===== config.mk =====
export PLATFORM = sky130hd
export DESIGN_NAME = rtc_prescaler
export DESIGN_NICKNAME = d
export VERILOG_FILES = /design/src/rtl/rtc_prescaler.sv
export SDC_FILE = /design/constraint.sdc
export NUM_CORES = 1
export LEC_CHECK = 0
export ABC_AREA = 1
export BUFFER_PORTS_ARGS = -buffer_cell sky130_fd_sc_hd__buf_4
export CAP_MARGIN = 15
export CORE_ASPECT_RATIO = 1.5
export CORE_MARGIN = 3
export CORE_UTILIZATION = 55
export CTS_CLUSTER_DIAMETER = 40
export DETAILED_ROUTE_END_ITERATION = 6
export GPL_TIMING_DRIVEN = 1
export MAX_ROUTING_LAYER = met4
export PLACE_DENSITY = 0.78
export SKIP_LAST_GASP = 1
export SLEW_MARGIN = 30
export SYNTH_ARGS = -nofsm -noshare
export SYNTH_HDL_FRONTEND = slang
export SYNTH_SLANG_ARGS = --single-unit

===== constraint.sdc =====
create_clock -name clk -period 1.7 [get_ports clk]
set_input_delay 0.34 -clock clk [delete_from_list [all_inputs] [get_ports clk]]
set_output_delay 0.34 -clock clk [all_outputs]
set_load 0.005 [all_outputs]

===== src/rtl/rtc_prescaler.sv =====
module rtc_prescaler #(
  parameter int DIV_W = 15,
  parameter int SECS  = 60
) (
  input  logic       clk,
  input  logic       rst_n,
  input  logic       cal_we,
  input  logic [7:0] cal_mag_in,
  input  logic       cal_neg_in,
  input  logic       ctl_we,
  input  logic       ctl_oe_in,
  input  logic [2:0] ctl_rate_in,
  input  logic       batt_mode,
  output logic       mon_out,
  output logic       tick_1hz,
  output logic       tick_min
);
  localparam int EW = (DIV_W > 9) ? DIV_W + 1 : 10;
  localparam int SW = (SECS > 1) ? $clog2(SECS) : 1;
  localparam logic [DIV_W-1:0] CMAX = '1;
  localparam logic [EW-1:0] TOP = {{(EW-DIV_W){1'b0}}, CMAX};
  localparam logic [SW-1:0] SLAST = SW'(SECS - 1);

  logic [DIV_W-1:0] cnt;
  logic [SW-1:0]    sec;
  logic [8:0]       ext;
  logic             stl;
  logic [7:0]       shd_mag, act_mag;
  logic             shd_neg, act_neg;
  logic             oe;
  logic [2:0]       rate;

  logic [8:0]    dbl;
  logic [EW-1:0] dbl_w, cnt_w, sub_term;
  logic          last_sec, c_add, c_sub, start_stall, wrap, sel;

  assign dbl      = {act_mag, 1'b0};
  assign dbl_w    = {{(EW-9){1'b0}}, dbl};
  assign cnt_w    = {{(EW-DIV_W){1'b0}}, cnt};
  assign last_sec = (sec == SLAST);
  assign c_add    = last_sec && (act_mag != 8'd0) && !act_neg;
  assign c_sub    = last_sec && (act_mag != 8'd0) && act_neg;
  assign sub_term = (dbl_w >= TOP) ? '0 : TOP - dbl_w;
  assign start_stall = c_add && !stl && (cnt == CMAX);
  assign wrap = c_sub ? (cnt_w >= sub_term)
              : stl   ? (ext == 9'd0)
              : ((cnt == CMAX) && !c_add);

  always_ff @(posedge clk or negedge rst_n) begin
    if (!rst_n) begin
      cnt <= '0; sec <= '0; ext <= '0; stl <= 1'b0;
      act_mag <= '0; act_neg <= 1'b0;
      tick_1hz <= 1'b0; tick_min <= 1'b0;
    end else begin
      tick_1hz <= wrap;
      tick_min <= wrap && last_sec;
      if (wrap) begin
        cnt <= '0;
        stl <= 1'b0;
        if (last_sec) begin
          sec     <= '0;
          act_mag <= shd_mag;
          act_neg <= shd_neg;
        end else begin
          sec <= sec + 1'b1;
        end
      end else if (start_stall) begin
        stl <= 1'b1;
        ext <= dbl - 9'd1;
      end else if (stl) begin
        ext <= ext - 9'd1;
      end else begin
        cnt <= cnt + 1'b1;
      end
    end
  end

  always_ff @(posedge clk or negedge rst_n) begin
    if (!rst_n) begin
      shd_mag <= '0; shd_neg <= 1'b0; oe <= 1'b0; rate <= '0;
    end else begin
      if (cal_we) begin
        shd_mag <= cal_mag_in;
        shd_neg <= cal_neg_in;
      end
      if (ctl_we) begin
        oe   <= ctl_oe_in;
        rate <= ctl_rate_in;
      end
    end
  end

  always_comb begin
    case (rate[1:0])
      2'b00:   sel = cnt[DIV_W-1];
      2'b01:   sel = cnt[2];
      2'b10:   sel = cnt[1];
      default: sel = clk;
    endcase
  end

  assign mon_out = oe && !batt_mode && !rate[2] && sel;

  AST_MIN_WITH_SEC: assert property (@(posedge clk) disable iff (!rst_n)
    tick_min |-> tick_1hz);
  AST_SEC_RANGE: assert property (@(posedge clk) disable iff (!rst_n)
    sec <= SLAST);
  AST_STALL_HOLD: assert property (@(posedge clk) disable iff (!rst_n)
    stl |=> (cnt == CMAX) || tick_1hz);
  AST_EXT_BOUND: assert property (@(posedge clk) disable iff (!rst_n)
    stl |-> (ext < dbl));
  AST_CAL_HOLD: assert property (@(posedge clk) disable iff (!rst_n)
    !tick_min |-> $stable(act_mag) && $stable(act_neg));
  AST_GATED_LOW: assert property (@(posedge clk) disable iff (!rst_n)
    (batt_mode || !oe) |-> !mon_out);
endmodule


==> impl_results.md <==
* Area delta synth->final at 26.48%
* Worst reg2reg path depth at 13
* Register-to-register setup slack at -0.19 ns
* CP peak stage delay at 0.42 ns
* DRC at 0
* Largest cells by area after synthesis: dfrtp_1, nand2_1, nand3_1
* 1st-iter DRT viols at 126
* Post-Syn Area at about 3400 um^2
* Status: complete, but fails checks
* R2r startpoint: act_mag[6]
* Placer Congestion at approximately 0.90
* Synth area leader: dfrtp_1
* Vias in the first global route at 3,267
* Syn Nets at 476
* Fin crit share at 1.113
* # setup viols final at 43
* Die area at 7221 um^2
* Path type of the worst setup path: reg -> reg
* Synth Area in Adders at 0.04389
* Seq cells post-synth at between 50 and 60
* Post-DRT Antenna Nets at 0
* Worst-margin pin slew at about 0.69 ns
* Vias per cell at 5.322
* Period minus WS final at 1.891 ns
* Fin area at around 4300 um^2
* Startpoint types: flip-flop
* RSZ-0062 raised after global routing: yes
* Setup crit start: act_mag[6]
* Critical-path cell list: buf_4, nor2_1, nand2_1, inv_1, nand2_2, nand3_2, nor2_4, buf_4, nor2_4, nand2_1, nand2_1, nand2_1, nor2_1
* Leakage Power at 2.230 nW
* Max Clk Rate at roughly 530 MHz
* NumNets Final at 554
* Post-placement cell count at 573
* Req. time, crit path at approximately 2.1 ns
* Synth Area in Compound Gates at 0.02963
* Final HPWL DP at around 6000 um
* CP endpoint: cnt[13]
* Mapped Cells at 446
* Global route total overflow at 0
* Max IR drop VDD at 0.0006913 V
* FP Rows at 34
* Worst skew pair latency at 0.44 ns
* Max Fanout on Critical Path at 9
* Max_slew headroom at 0.5424
* Non-filler instance count after layout at 597
* WL final at roughly 8500 um
* Reg clk slew, reported paths at around 0.11 ns
* Commonest cells post-synth: nand2_1, dfrtp_1, nor2_1
* Synthesis warning total at 0
* First-pass GRT wire length at between 10,000 and 15,000 um
* DIE WIDTH at 70.39 um
* GRT Total Usage at 0.2643
* FF-to-FF End: cnt[13]
* Largest net degree at the start of global routing at 56
* Pre-Repair DR Iteration Count at 5
* Starting density of the core at 0.5785
* Post-synthesis mux area share at 0.03621
* Min-delay worst type: in -> reg
* Final WS setup at -0.1915 ns
* Syn Area/Cell at 7.670 um^2
* Netlist cell types at 32
* CP arrival at 2.26 ns
* Simple-Gate Fraction of Synth Area at 0.3625
* I/O pin count at 21
* Setup_tns at -5.007 ns
* Top cell by count, worst path: nand2_1
* Critical Path End Type: flip-flop
* Die height at 102.6 um
* Number of flops mapped to enable cells by yosys at 0
* CTS tree: yes
* Synth top area share at 0.4023
* Largest family of logic cells by synthesized area: simple AND/OR/NAND/NOR gates
* Slowest CP cell: dfrtp_1
* Synth Area in XOR/XNOR at 0.04353
* Share of cells above drive strength 1 at 0.2724
* Power density cells at about 570 nW/um^2
* Seq/Total Area, Yosys at 0.4023
* Initial antenna violation count at 0
* Core area at 5913 um^2
* Clock Skew at 0.006369 ns
* Endpoints failing hold at 0
* Synth Flop Type: dfrtp_1
* Top-count cell post-synth: nand2_1
* Diode count at 0
* Routed wire per std cell at about 14 um
* Max_cap viols at 0
* Port Buffers at 20
* Final Max Slew Viols at 0
* Placed Area at a little under 4000 um^2
* Min Hold Slack at 0.1016 ns
* Via count at 3,177
* Worst slack at placement at -0.1584 ns
* Failing checks: negative setup slack
* Ys async rst share at 1.000
==> how the worst min path moves through the flow <==
stage,start,depth (start not counted),end
floorplan,rst_n,0,act_mag[0]
global placement,rst_n,1,ext[7]
detailed placement,rst_n,1,ext[7]
CTS,ctl_rate_in[0],3,rate[0]
global route,cal_mag_in[6],2,shd_mag[6]
finish,ctl_rate_in[0],3,rate[0]
==> area by class of cell <==
cell class	instances	area, um^2
fill	448	1587
tap	72	90.09
timing repair buffer	76	638.1
inverter	50	187.7
clock inverter	3	28.78
multi-input combinational	332	1887
sequential	55	1378
clock buffer	9	117.6
==> power by group <==
part | switching, mW | leakage [nW] | total (mW) | internal [mW]
clock network | 0.530 | 0.0812 | 0.991 | 0.461
logic | 0.0488 | 1.42 | 0.102 | 0.0530
registers | 0.0180 | 0.725 | 1.36 | 1.34
==> cells by family after synthesis <==
| group | after synthesis |
|---|---|
| flip-flops | 55 |
| buffers and inverters | 63 |
| multiplexers | 11 |
| AO/OA/AOI/OAI | 19 |
| AND/OR/NAND/NOR | 269 |
| XOR/XNOR | 17 |
| adder cells (fa/ha/maj) | 12 |
==> metrics by stage <==
stage,utilization,total power [mW]
after floorplan,-,1.419
after global placement,0.6729,1.481
after detailed placement,0.6729,1.488
after CTS,0.7224,2.450
after global routing,0.7317,2.527
final,0.7317,2.448
==> layer usage <==
layer / vias to the layer above / track usage / share of wire
met3: 27 / 0.04878 / 0.033
met5: - / - / 0
met4: 0 / 0.1460 / 0.036
li1: 1577 / - / -
met2: 78 / 0.4812 / 0.55
met1: 1495 / 0.2645 / 0.38
==> sequential cells by signal, indices dropped and copies added (netlist names) <==
| signal | count |
|---|---|
| act_mag | 8 |
| tick_min | 1 |
| oe | 1 |
| tick_1hz | 1 |
| act_neg | 1 |
| shd_mag | 8 |
| cnt | 15 |
| ext | 9 |
| sec | 6 |
| shd_neg | 1 |
| rate | 3 |
| stl | 1 |
==> critical path, delay by kind of cell (launching register included) <==
family | cells | cell delay, ns
and+or+nand+nor | 10 | 1.01
DFF | 1 | 0.42
buffers and inverters | 3 | 0.39
==> layout by cell type, fill, tap and decap left out, drive strengths merged, types with 3 or more instances in the layout <==
cell type / count
nand4: 10
buf: 76
inv: 51
o21ai: 13
xor2: 15
nor2: 60
nand3b: 3
clkbuf: 8
nand2: 144
ha: 12
a21oi: 4
nor3: 3
dfrtp: 55
nand3: 50
mux2: 11
==> what timing repair did <==
item / CTS / global route
hold endpoints to repair: 55 / 0
hold buffers: 1 / 0
setup endpoints to repair: 43 / 44
pin swaps: 6 / 4
buffers inserted: 5 / 2
gates cloned: 4 / 1
gates resized for setup: 18 / 7
No activity file was read; power rests on OpenSTA's default activity.
